### src/rtl/dbgm_pkg.sv
package dbgm_pkg;
  typedef enum logic [1:0] {
    SEL_CTRL = 2'd0,
    SEL_BP   = 2'd1,
    SEL_WP   = 2'd2,
    SEL_NONE = 2'd3
  } csr_sel_e;

  typedef enum logic [1:0] {
    WPM_OFF  = 2'd0,
    WPM_RD   = 2'd1,
    WPM_WR   = 2'd2,
    WPM_RW   = 2'd3
  } wp_mode_e;

  typedef enum logic [1:0] {
    EXC_NONE  = 2'd0,
    EXC_BREAK = 2'd1,
    EXC_WATCH = 2'd2
  } exc_code_e;
endpackage

### src/rtl/dbgm_csr_regs.sv
module dbgm_csr_regs
  import dbgm_pkg::*;
#(
  parameter int XLEN   = 32,
  parameter int NUM_BP = 4,
  parameter int NUM_WP = 4,
  parameter int IDX_W  = 3
) (
  input  logic                         clk,
  input  logic                         rst_n,
  input  logic                         csr_we,
  input  logic [1:0]                   csr_sel,
  input  logic [IDX_W-1:0]             csr_idx,
  input  logic [XLEN-1:0]              csr_wdata,
  output logic [XLEN-1:0]              csr_rdata,
  output logic [NUM_BP-1:0][XLEN-1:0]  bp_regs,
  output logic [NUM_WP-1:0][XLEN-1:0]  wp_regs,
  output logic [XLEN-1:0]              ctrl_reg
);
  csr_sel_e sel;
  assign sel = csr_sel_e'(csr_sel);

  always_ff @(posedge clk or negedge rst_n) begin
    if (!rst_n)                          ctrl_reg <= '0;
    else if (csr_we && sel == SEL_CTRL)  ctrl_reg <= csr_wdata;
  end

  for (genvar i = 0; i < NUM_BP; i++) begin : g_bp
    always_ff @(posedge clk or negedge rst_n) begin
      if (!rst_n)
        bp_regs[i] <= '0;
      else if (csr_we && sel == SEL_BP && csr_idx == IDX_W'(i))
        bp_regs[i] <= csr_wdata;
    end
  end

  for (genvar i = 0; i < NUM_WP; i++) begin : g_wp
    always_ff @(posedge clk or negedge rst_n) begin
      if (!rst_n)
        wp_regs[i] <= '0;
      else if (csr_we && sel == SEL_WP && csr_idx == IDX_W'(i))
        wp_regs[i] <= csr_wdata;
    end
  end

  always_comb begin
    csr_rdata = '0;
    unique case (sel)
      SEL_CTRL: csr_rdata = ctrl_reg;
      SEL_BP: begin
        for (int i = 0; i < NUM_BP; i++)
          if (csr_idx == IDX_W'(i)) csr_rdata = bp_regs[i];
      end
      SEL_WP: begin
        for (int i = 0; i < NUM_WP; i++)
          if (csr_idx == IDX_W'(i)) csr_rdata = wp_regs[i];
      end
      default: csr_rdata = '0;
    endcase
  end
endmodule

### src/rtl/dbgm_bp_match.sv
module dbgm_bp_match #(
  parameter int XLEN   = 32,
  parameter int NUM_BP = 4
) (
  input  logic [NUM_BP-1:0][XLEN-1:0] bp_regs,
  input  logic                        fetch_valid,
  input  logic [XLEN-1:0]             fetch_pc,
  output logic [NUM_BP-1:0]           hit_vec
);
  for (genvar i = 0; i < NUM_BP; i++) begin : g_cmp
    // bit 0 is the enable; instruction addresses are word aligned
    assign hit_vec[i] = fetch_valid && bp_regs[i][0] &&
                        (fetch_pc[XLEN-1:2] == bp_regs[i][XLEN-1:2]);
  end
endmodule

### src/rtl/dbgm_wp_match.sv
module dbgm_wp_match
  import dbgm_pkg::*;
#(
  parameter int XLEN   = 32,
  parameter int NUM_WP = 4
) (
  input  logic [NUM_WP-1:0][XLEN-1:0] wp_regs,
  input  logic [XLEN-1:0]             ctrl_reg,
  input  logic                        mem_valid,
  input  logic [XLEN-1:0]             mem_addr,
  input  logic                        mem_write,
  output logic [NUM_WP-1:0]           hit_vec
);
  for (genvar i = 0; i < NUM_WP; i++) begin : g_cmp
    wp_mode_e mode;
    logic     dir_ok;
    // mode field for unit i sits two bits above unit i-1, starting at bit 2
    assign mode   = wp_mode_e'(ctrl_reg[2*(i+1) +: 2]);
    assign dir_ok = mem_write ? (mode == WPM_WR || mode == WPM_RW)
                              : (mode == WPM_RD || mode == WPM_RW);
    assign hit_vec[i] = mem_valid && dir_ok && (mem_addr == wp_regs[i]);
  end
endmodule

### src/rtl/dbgm_prio.sv
module dbgm_prio #(
  parameter int N = 4,
  parameter int W = 2
) (
  input  logic [N-1:0] req,
  output logic         any,
  output logic [W-1:0] idx
);
  always_comb begin
    any = |req;
    idx = '0;
    for (int i = N - 1; i >= 0; i--)
      if (req[i]) idx = W'(i);
  end
endmodule

### src/rtl/dbg_match_unit.sv
module dbg_match_unit
  import dbgm_pkg::*;
#(
  parameter int XLEN   = 32,
  parameter int NUM_BP = 4,
  parameter int NUM_WP = 4,
  parameter int IDX_W  = 3,
  localparam int MAXN  = (NUM_BP > NUM_WP) ? NUM_BP : NUM_WP,
  localparam int HIT_W = (MAXN > 1) ? $clog2(MAXN) : 1
) (
  input  logic             clk,
  input  logic             rst_n,
  input  logic             csr_we,
  input  logic [1:0]       csr_sel,
  input  logic [IDX_W-1:0] csr_idx,
  input  logic [XLEN-1:0]  csr_wdata,
  output logic [XLEN-1:0]  csr_rdata,
  input  logic             fetch_valid,
  input  logic [XLEN-1:0]  fetch_pc,
  input  logic             mem_valid,
  input  logic [XLEN-1:0]  mem_addr,
  input  logic             mem_write,
  output logic             exc_req,
  output logic [1:0]       exc_code,
  output logic [HIT_W-1:0] hit_idx
);
  logic [NUM_BP-1:0][XLEN-1:0] bp_regs;
  logic [NUM_WP-1:0][XLEN-1:0] wp_regs;
  logic [XLEN-1:0]             ctrl_reg;
  logic [NUM_BP-1:0]           bp_hits;
  logic [NUM_WP-1:0]           wp_hits;
  logic                        bp_any, wp_any;
  logic [HIT_W-1:0]            bp_idx, wp_idx;

  dbgm_csr_regs #(.XLEN(XLEN), .NUM_BP(NUM_BP), .NUM_WP(NUM_WP), .IDX_W(IDX_W)) u_regs (
    .clk(clk), .rst_n(rst_n), .csr_we(csr_we), .csr_sel(csr_sel), .csr_idx(csr_idx),
    .csr_wdata(csr_wdata), .csr_rdata(csr_rdata), .bp_regs(bp_regs),
    .wp_regs(wp_regs), .ctrl_reg(ctrl_reg)
  );

  dbgm_bp_match #(.XLEN(XLEN), .NUM_BP(NUM_BP)) u_bp (
    .bp_regs(bp_regs), .fetch_valid(fetch_valid), .fetch_pc(fetch_pc), .hit_vec(bp_hits)
  );

  dbgm_wp_match #(.XLEN(XLEN), .NUM_WP(NUM_WP)) u_wp (
    .wp_regs(wp_regs), .ctrl_reg(ctrl_reg), .mem_valid(mem_valid), .mem_addr(mem_addr),
    .mem_write(mem_write), .hit_vec(wp_hits)
  );

  dbgm_prio #(.N(NUM_BP), .W(HIT_W)) u_bp_prio (.req(bp_hits), .any(bp_any), .idx(bp_idx));
  dbgm_prio #(.N(NUM_WP), .W(HIT_W)) u_wp_prio (.req(wp_hits), .any(wp_any), .idx(wp_idx));

  // fetch-stage breakpoints outrank data-stage watchpoints
  always_comb begin
    exc_req  = bp_any || wp_any;
    exc_code = EXC_NONE;
    hit_idx  = '0;
    if (bp_any) begin
      exc_code = EXC_BREAK;
      hit_idx  = bp_idx;
    end else if (wp_any) begin
      exc_code = EXC_WATCH;
      hit_idx  = wp_idx;
    end
  end
endmodule

### config.mk
export PLATFORM = sky130hd
export DESIGN_NAME = dbg_match_unit
export DESIGN_NICKNAME = d
export VERILOG_FILES = /design/src/rtl/dbgm_pkg.sv /design/src/rtl/dbgm_csr_regs.sv /design/src/rtl/dbgm_bp_match.sv /design/src/rtl/dbgm_wp_match.sv /design/src/rtl/dbgm_prio.sv /design/src/rtl/dbg_match_unit.sv
export SDC_FILE = /design/constraint.sdc
export NUM_CORES = 1
export LEC_CHECK = 0
export BUFFER_PORTS_ARGS = -buffer_cell sky130_fd_sc_hd__buf_2
export CAP_MARGIN = 25
export CELL_PAD_IN_SITES_DETAIL_PLACEMENT = 1
export CELL_PAD_IN_SITES_GLOBAL_PLACEMENT = 1
export CORE_MARGIN = 3
export CORE_UTILIZATION = 45
export CTS_BUF_LIST = sky130_fd_sc_hd__clkbuf_4 sky130_fd_sc_hd__clkbuf_8 sky130_fd_sc_hd__clkbuf_16
export CTS_CLUSTER_SIZE = 14
export DETAILED_ROUTE_END_ITERATION = 10
export GPL_TIMING_DRIVEN = 0
export PLACE_DENSITY_LB_ADDON = 0.1
export SLEW_MARGIN = 20
export SYNTH_ARGS = -nofsm -noshare
export SYNTH_HDL_FRONTEND = slang
export SYNTH_SLANG_ARGS = --single-unit
### constraint.sdc
create_clock -name clk -period 3.4 [get_ports clk]
set_clock_uncertainty 0.05 [all_clocks]
set_input_delay 0.34 -clock clk [delete_from_list [all_inputs] [get_ports clk]]
set_output_delay 0.34 -clock clk [all_outputs]
set_load 0.01 [all_outputs]
==> flow_metrics.py <==
metrics = {
    "pwr": {
        "power_leakage_nw": 8.24,
        "ir_worst_vdd_uv": 507,
        "finalPower_mw": 11.5,
        "cellPowerDensity_nw_per_um2": 607,
    },
    "critical_path": {
        "ff2ff_path_depth": 2,
        "required_ns": 3.01,
        "timing.rr.end": "u_regs.wp_regs[108]$_DFFE_PN0P_",
        "crit_fanout": 10,
        "critPathLaunchType": "primary input",
        "arrival_ns": 3.01,
        "timing.rr.start": "u_regs.wp_regs[108]$_DFFE_PN0P_",
        "rrSetupSlack_ns": 2.43,
        "end_kind": "primary output",
        "path_class": "in2out",
    },
    "timing": {
        "rsz0062_at_grt": "true",
        "slew_viol_final": 0,
        "fin_crit_sh_pct": 100,
        "layout_setup_ws_ns": 0.000895,
        "setup_viol": 0,
        "final_hold_viol_count": 0,
        "tns_ns": 0,
        "final.min_clock_period_ns": 3.40,
        "tightest_slew_ns": 1.11,
        "max_freq_mhz": 294,
        "slew_headroom_pct": 25.9,
    },
    "clock_network": {
        "cts-buffers-inserted": 37,
        "clk_path_buf_depth": 3,
        "path_clk_slew_ns": 0.05,
        "root_buffer": "clkbuf_16",
        "cts_tree": "yes",
        "insertion_delay_ns": 0.53,
        "h-tree-depth": 2,
        "clkSinkCount": 288,
    },
    "placement": {
        "gp_congestion": 0.967,
        "pre_cts_ws_ns": -0.141,
        "port_buffers": 120,
        "hpwl_mm": 48.8,
    },
    "synthesis": {
        "yosys.area.top_type_share_pct": 44.4,
        "synth_cell_types": 40,
        "synth-edff-count": 0,
        "synthFlopType": "dfrtp_1",
        "syn-num-nets": 1485,
        "synth_area_leader_cell": "dfrtp_1",
        "yosysSeqAreaShare_pct": 44.4,
        "yosysWarningCount": 0,
        "synth-seq-cells": 288,
        "async_flop_share_pct": 100,
        "synth_cells": 1378,
        "yosys-top-cells-area": "dfrtp_1 44%, mux2_2 23%, xnor2_1 7.7%",
        "avgSynthCellArea_sq_um": 11.8,
        "synth.cell_area_sq_um": 16200,
    },
    "run": {
        "maxCapViolCount": 0,
    },
    "floorplan": {
        "rows": 68,
        "die_w_microns": 196,
        "die_y_microns": 196,
        "initial_utilization_pct": 46.3,
        "core_sq_um": 35100,
        "die-area_sq_um": 38400,
        "pin_count": 144,
    },
    "worst_hold_path": {
        "hold_path_class": "in2reg",
        "min_to": "u_regs.ctrl_reg[3]$_DFFE_PN0P_",
        "min_from": "csr_wdata[3]",
        "hold_depth": 3,
    },
    "global_route": {
        "antenna_found_initial": 2,
        "gr-usage-met2_pct": 50.3,
        "grt_pass1_wl_mm": 91.8,
        "grt-ovfl-total": 0,
        "grt_use_met3_pct": 7.66,
        "busiest_layer": "met2",
        "grt_max_degree": 81,
        "first_global_vias": 12900,
        "grtUsageTotal_pct": 33.2,
        "grt_use_met1_pct": 47.8,
    },
    "run_status": {
        "status": "finished clean",
    },
    "detailed_routing": {
        "drtPass1Iterations": 5,
        "drt-total-wl_mm": 64.7,
        "drtAntennaViolNets": 0,
        "wl_per_cell_microns": 31.9,
        "drt-initial-drc-count": 1026,
        "via_per_inst": 6.17,
        "route.detailed.drc": 0,
        "via_count": 12500,
    },
    "cells_and_area": {
        "syn2layout_area_growth_pct": 16.4,
        "drive_gt1_share_pct": 37.6,
        "nNetsFinal": 1653,
    },
}
worst max path at each step:
stage,startpoint,to,slack (ns),depth (start not counted)
after floorplan,mem_write,hit_idx[0],1.12,8
after global placement,rst_n,u_regs.bp_regs[107]$_DFFE_PN0P_,-3.81,1
after detailed placement,csr_idx[0],csr_rdata[15],-0.14,9
after CTS,u_regs.wp_regs[120]$_DFFE_PN0P_,hit_idx[0],0.0004,8
after global routing,u_regs.wp_regs[112]$_DFFE_PN0P_,hit_idx[0],-0.03,8
final,csr_idx[0],csr_rdata[16],0.0009,9
cell usage in the layout (no fill, tap or decap), types with 6 or more instances in the layout:
master / instances
buf_2: 151
clkbuf_8: 10
nor2_1: 12
clkbuf_1: 46
a211oi_1: 58
buf_4: 6
nor2b_1: 34
clkbuf_4: 9
o22ai_1: 44
xor2_1: 101
xnor2_1: 139
mux2i_1: 45
clkbuf_16: 37
buf_1: 9
inv_1: 7
nand4_1: 37
o21ai_0: 17
mux2_2: 334
dfrtp_1: 288
a21oi_1: 49
o211ai_1: 8
nor4_1: 25
nand2_1: 25
nor4_2: 9
nand3_1: 14
critical path, cell delays in order:
cell and delay [ns]:
buf_2 0.12, buf_2 0.30, buf_2 0.43, buf_4 0.40, mux2i_1 0.14, a211oi_1 0.61, a21oi_1 0.10, o22ai_1 0.36
buf_2 0.21
power by group:
part	internal (mW)	total [mW]	switching [mW]
registers	4.10	4.75	0.646
clock network	2.36	3.89	1.54
logic	1.31	2.82	1.52
total	7.77	11.5	3.70
synthesized netlist by cell type, types with 2 or more instances:
cell type	count
a211oi_1	59
a21oi_1	49
and2_1	3
buf_1	13
buf_2	31
clkbuf_1	49
dfrtp_1	288
inv_1	7
mux2_2	334
mux2i_1	45
mux4_2	2
nand2_1	26
nand2b_1	3
nand3_1	14
nand4_1	37
nor2_1	12
nor2b_1	34
nor3_1	6
nor4_1	34
o211ai_1	8
o21ai_0	18
o22ai_1	44
xnor2_1	143
xor2_1	103
layer usage:
metal	vias up	part of all wire (%)
met5	-	0
met4	0	3.1
met3	104	8.2
met2	477	44
met1	6600	44
li1	5312	-
layout make-up:
| cell class | instances | area (sq um) |
|---|---|---|
| clock inverters | 6 | 55.1 |
| diodes | 1 | 2.50 |
| flip-flops and latches | 288 | 7210 |
| well taps | 455 | 569 |
| repair buffers | 129 | 748 |
| fillers | 3717 | 16200 |
| multi-input cells | 987 | 8720 |
| plain buffers | 95 | 418 |
| clock buffers | 56 | 1130 |
| inverters | 8 | 30.0 |
cells by family (layout without fill, tap and decap cells):
family | Yosys count | count (layout) | share of synthesized area (%)
AO/OA/AOI/OAI | 184 | 184 | 7.20
XOR/XNOR | 246 | 246 | 13.3
buffers and inverters | 103 | 294 | 2.69
flip-flops | 288 | 288 | 44.4
multiplexers | 382 | 382 | 26.3
other | 0 | 1 | 0
AND/OR/NAND/NOR | 175 | 175 | 6.09
per-stage QoR:
stage / instance area (sq um) / utilization, % / cells / hold WS (ns)
after detailed placement: 17500 / 49.9 / 1958 / 0.321
after global placement: 17400 / 49.6 / 1953 / 0.437
after CTS: 18800 / 53.5 / 2021 / 0.120
after floorplan: 16200 / - / 1378 / -0.00559
after global routing: 18900 / 53.9 / 2024 / 0.150
final: 18900 / 53.9 / 2025 / 0.137
repair_timing:
action | in CTS | in global routing
resized for setup | 11 | 24
pin swaps | 1 | 11
endpoints found under the hold margin | 79 | 0
buffers inserted | 0 | 3
setup endpoints to repair | 15 | 19
hold buffers | 1 | 0
No activity file was read; power rests on OpenSTA's default activity.
